[src/rtl/rmau_pkg.sv]
package rmau_pkg;
  localparam int SEG_W     = 16;
  localparam int OFF_W     = 16;
  localparam int SEG_SHIFT = 4;
  localparam int LIN_W     = ((SEG_W + SEG_SHIFT) > OFF_W ? (SEG_W + SEG_SHIFT) : OFF_W) + 1;
  localparam int WRAP_BIT  = LIN_W - 1;
  localparam int IO_AW     = 16;
  localparam int IO_DW     = 8;
  localparam logic [IO_AW-1:0] CTL_PORT = 16'h0092;
  localparam int GATE_BIT  = 1;
  localparam int RSTRQ_BIT = 0;

  // Raw sum of shifted segment and offset, carry kept.
  function automatic logic [LIN_W-1:0] form_linear(input logic [SEG_W-1:0] seg,
                                                   input logic [OFF_W-1:0] off);
    logic [LIN_W-1:0] base;
    logic [LIN_W-1:0] disp;
    base = LIN_W'({seg, {SEG_SHIFT{1'b0}}});
    disp = LIN_W'(off);
    return base + disp;
  endfunction

  // Clear the top bit unless the gate is open.
  function automatic logic [LIN_W-1:0] gate_linear(input logic [LIN_W-1:0] raw,
                                                   input logic gate_open);
    logic [LIN_W-1:0] res;
    res = raw;
    if (!gate_open) res[WRAP_BIT] = 1'b0;
    return res;
  endfunction

  // Byte returned by a read of the control port.
  function automatic logic [IO_DW-1:0] ctl_readback(input logic gate_open);
    logic [IO_DW-1:0] b;
    b = '0;
    b[GATE_BIT] = gate_open;
    return b;
  endfunction
endpackage

[src/rtl/rmau_ctl_reg.sv]
module rmau_ctl_reg
  import rmau_pkg::*;
#(
  parameter int AW = IO_AW,
  parameter int DW = IO_DW,
  parameter logic [AW-1:0] PORT = CTL_PORT
) (
  input  logic          clk,
  input  logic          rst_n,
  input  logic [AW-1:0] addr,
  input  logic          wr,
  input  logic          rd,
  input  logic [DW-1:0] wdata,
  output logic [DW-1:0] rdata,
  output logic          gate_q,
  output logic          rst_pulse_q,
  output logic          wr_hit,
  output logic          rd_hit
);
  logic sel;
  logic [DW-1:0] unused_wbits;

  assign sel    = (addr == PORT);
  assign wr_hit = wr & sel;
  assign rd_hit = rd & sel;
  assign unused_wbits = wdata;

  always_ff @(posedge clk) begin
    if (!rst_n) begin
      gate_q      <= 1'b0;
      rst_pulse_q <= 1'b0;
    end else begin
      if (wr_hit) gate_q <= wdata[GATE_BIT];
      rst_pulse_q <= wr_hit & wdata[RSTRQ_BIT];
    end
  end

  always_comb begin
    rdata = '0;
    if (rd_hit) rdata = ctl_readback(gate_q);
  end
endmodule

[src/rtl/rmau_lin_gen.sv]
module rmau_lin_gen
  import rmau_pkg::*;
(
  input  logic [SEG_W-1:0] seg,
  input  logic [OFF_W-1:0] off,
  input  logic             gate_open,
  output logic [LIN_W-1:0] raw_sum,
  output logic [LIN_W-1:0] lin
);
  assign raw_sum = form_linear(seg, off);

  for (genvar b = 0; b < LIN_W; b++) begin : g_bit
    if (b == WRAP_BIT) begin : g_gated
      assign lin[b] = raw_sum[b] & gate_open;
    end else begin : g_pass
      assign lin[b] = raw_sum[b];
    end
  end
endmodule

[src/rtl/rm_addr_unit.sv]
module rm_addr_unit
  import rmau_pkg::*;
(
  input  logic                clk,
  input  logic                rst_n,
  input  logic [SEG_W-1:0]    seg_i,
  input  logic [OFF_W-1:0]    off_i,
  input  logic [IO_AW-1:0]    io_addr_i,
  input  logic                io_wr_i,
  input  logic                io_rd_i,
  input  logic [IO_DW-1:0]    io_wdata_i,
  output logic [IO_DW-1:0]    io_rdata_o,
  output logic [LIN_W-1:0]    lin_addr_o,
  output logic                a20_en_o,
  output logic                fast_rst_o
);
  logic             gate_q;
  logic             wr_hit;
  logic             rd_hit;
  logic [LIN_W-1:0] raw_sum;

  rmau_ctl_reg i_ctl (
    .clk        (clk),
    .rst_n      (rst_n),
    .addr       (io_addr_i),
    .wr         (io_wr_i),
    .rd         (io_rd_i),
    .wdata      (io_wdata_i),
    .rdata      (io_rdata_o),
    .gate_q     (gate_q),
    .rst_pulse_q(fast_rst_o),
    .wr_hit     (wr_hit),
    .rd_hit     (rd_hit)
  );

  rmau_lin_gen i_lin (
    .seg      (seg_i),
    .off      (off_i),
    .gate_open(gate_q),
    .raw_sum  (raw_sum),
    .lin      (lin_addr_o)
  );

  assign a20_en_o = gate_q;
endmodule

[config.mk]
export PLATFORM = sky130hd
export DESIGN_NAME = rm_addr_unit
export DESIGN_NICKNAME = d
export VERILOG_FILES = /design/src/rtl/rmau_pkg.sv /design/src/rtl/rmau_ctl_reg.sv /design/src/rtl/rmau_lin_gen.sv /design/src/rtl/rm_addr_unit.sv
export SDC_FILE = /design/constraint.sdc
export NUM_CORES = 1
export LEC_CHECK = 0
export ABC_AREA = 0
export BUFFER_PORTS_ARGS = -buffer_cell sky130_fd_sc_hd__buf_2
export CELL_PAD_IN_SITES_DETAIL_PLACEMENT = 2
export CELL_PAD_IN_SITES_GLOBAL_PLACEMENT = 2
export CORE_MARGIN = 5
export CORE_UTILIZATION = 16
export CTS_CLUSTER_DIAMETER = 80
export DETAILED_ROUTE_END_ITERATION = 10
export PLACE_DENSITY = 0.83
export REMOVE_ABC_BUFFERS = 1
export SYNTH_ARGS = -nofsm -noshare
export SYNTH_HDL_FRONTEND = slang
export SYNTH_SLANG_ARGS = --single-unit
[constraint.sdc]
create_clock -name clk -period 3.5 [get_ports clk]
set_input_delay 0.7 -clock clk [delete_from_list [all_inputs] [get_ports clk]]
set_output_delay 0.7 -clock clk [all_outputs]
set_load 0.05 [all_outputs]
==> impl_metrics.yaml <==
worst_setup_path:
  critical_path.max_stage_delay_ps: 400
  crit_family: "compound AO/OA/AOI/OAI gates"
  crit_chain: "buf_2 -> ha_1 -> fa_1 -> a21o_1 -> a221oi_2 -> buf_4 -> nor4_1 -> a211oi_1 -> xnor2_1 -> buf_4"
  critical_path_class: "in2out"
  worstSetupEndpointType: "output port"
  cp_max_fo: 4
  worstPathArrival_ps: 2710
  crit_slowest_cell: "fa_1"
  start_kind: "input port"
  critPathRequiredTime_ps: 2800
  worst_path_most_repeated_cell: "buf_4"
  path_buf_inv: 3
  regToRegSetupSlack_ps: 2870
detailed_routing:
  drt-initial-drc-count: 4
  drcViolationCount: 0
  detail-route-antenna-nets: 0
  drt-total-wl_mm: 3.469
  via_per_inst: 4.390
  num_vias: 1102
  wl_per_cell_um: 13.82
  first_pass_iters: 2
finish:
  post-route-util_pct: 25.89
  fin_nets: 256
  area_growth_pct: 57.29
  drive_gt1_share_pct: 46.96
  post-route-cell-area_um2: 1323
  fillers: 628
  seq_area_um2: 40.04
  multiInputGateArea_um2: 718.2
  antenna_cells: 0
yosys:
  ys_types: 37
  avgSynthCellArea_um2: 7.858
  yosysWarnings: 0
  syn_inst: 107
  async_flop_share_pct: 0
  ys_ff_latch: 2
  synth_area_um2: 840.8
  synth-edff-count: 0
  synth_top_area_share_pct: 17.86
  yosys.area.top_type: "ha_1"
  ys_seq_area_share_pct: 4.762
  synthTopCellsByArea: "ha_1, buf_4, xnor2_1"
  synthFlopType: "dfxtp_1"
timing:
  setup_viol: 0
  hold_violations: 0
  post-route-period-util_pct: 97.55
  grt_setup_unrepaired: "true"
  fin_skew_ps: 0
  slew_viol_final: 0
  finalSetupTns_ps: 0
  period_minus_slack_ps: 3414
  max_freq_mhz: 292.9
  postLayoutSetupSlackWorst_ps: 85.81
  holdWs_ps: 572.5
clocking:
  tritoncts: "built"
  cts_hold_buf: 0
  clk_path_buf_depth: 2
  cts.htree.levels: 1
  root_buffer: "clkbuf_8"
  clock-sinks: 2
  worstSkewPairLatency_ps: 210
  numCtsBuffers: 3
  path_clk_slew_ps: 30
floorplanning:
  row_count: 26
  die_w_um: 82.49
  core_um2: 5107
  dieArea_um2: 6805
  io_pins: 91
  initial_core_util_pct: 16.46
  die-height_um: 82.49
global_route:
  grt_use_total_pct: 10.32
  grt_max_degree: 7
  grt_remaining_overflow: 0
  grt_pass1_wl_mm: 5.540
  antenna_found_initial: 0
  first_global_vias: 1255
pwr:
  peakVddDrop_v: 0.0001557
  cellLeakagePower_nw: 0.6891
  p_per_area_nw_per_um2: 342.0
min_path:
  hold_path_class: "reg2reg"
place:
  gp_congestion: 0.7447
  pre_cts_slack_ps: -20.37
  dpl_cell_area_um2: 1259
  io_buffers: 69
  hpwl_mm: 3.156
outcome:
  status: "finished, final reports clean"
job:
  drv_cap: 0
==> worst paths after layout <==
check               start        endpoint  cells past startpoint
min          i_ctl.gate_q    i_ctl.gate_q                      2
max reg2reg  i_ctl.gate_q    i_ctl.gate_q                      2
min reg2reg  i_ctl.gate_q    i_ctl.gate_q                      2
max              seg_i[0]  lin_addr_o[14]                     10
==> cell usage after synthesis (all sizes together) (2+ instances only) <==
cell   count
nor2       7
nand4      2
ha        12
xor2       6
a21o       4
buf       11
nor3       2
nand3      3
inv        6
a21oi      6
nor2b      2
and3       3
o21a       3
nor4       3
a31oi      2
nand2      5
o31ai      2
dfxtp      2
xnor2      6
o21ai      5
==> power by group <==
group,internal [mW],switching (mW)
sequential,0.0230,0.000000103
clock,0.0727,0.0179
combinational,0.108,0.231
==> per-stage QoR <==
stage | cells | power [mW]
finish | 251 | 0.4523
global route | 251 | 0.4828
CTS | 250 | 0.4541
detailed placement | 247 | 0.3583
global placement | 247 | 0.3498
floorplan | 102 | 0.2606
==> tightest hold or removal path, stage by stage, from the launching register on <==
cell and delay (ps):
dfxtp_1 320, mux2i_1 140, nor2b_1 60
==> cells by family (layout without fill, tap and decap cells) <==
logic type | after synthesis | in the layout | share of synthesized area (%)
and+or+nand+nor | 32 | 32 | 21.88
buffers and inverters | 17 | 85 | 12.50
adders and majority gates | 13 | 13 | 20.24
other | 1 | 7 | 0.4460
muxes | 1 | 1 | 1.191
xor gates and xnor gates | 12 | 12 | 12.50
AOI/OAI and AO/OA | 29 | 29 | 26.49
DFF | 2 | 2 | 4.762
==> what timing repair did <==
action,CTS,global route
endpoints found under the setup margin,1,6
pin swaps,0,1
resized for setup,1,9
buffers inserted,0,1
==> cell type report <==
class                   count  area share, %
clock buffers               3          3.122
well taps                  70          6.623
multi-input cells          94          54.30
inverters                   6          1.703
flip-flops and latches      2          3.027
repair buffers             76          31.22
==> sequential cells by signal, summed over array words and instances, names as in the netlist <==
name,cells
i_ctl.rst_pulse_q,1
i_ctl.gate_q,1
==> routing by layer <==
metal	global-route usage (%)	vias to the layer above	share of wire, %
met5	0	-	0
met4	2.451	0	0.81
met3	3.579	4	10
met2	20.83	55	52
met1	9.767	510	36
li1	-	533	-
==> layout by cell type, fill, tap and decap left out, types with 2 or more instances in the layout <==
cell type | netlist | final
xnor2_1 | 6 | 6
o21ai_0 | 4 | 4
nor4_1 | 3 | 3
conb_1 | 1 | 7
nor2_1 | 6 | 6
a21oi_1 | 6 | 6
a21o_1 | 4 | 4
buf_4 | 11 | 12
o21a_1 | 3 | 3
nand3_1 | 3 | 3
dfxtp_1 | 2 | 2
nor3_1 | 2 | 2
o31ai_1 | 2 | 2
inv_1 | 6 | 6
nor2b_1 | 2 | 2
nand2_1 | 5 | 5
a31oi_1 | 2 | 2
clkbuf_8 | 0 | 3
buf_2 | 0 | 63
ha_1 | 12 | 12
and3_1 | 3 | 3
xor2_1 | 6 | 6
nand4_1 | 2 | 2
Power figures use the tool's default switching activity.
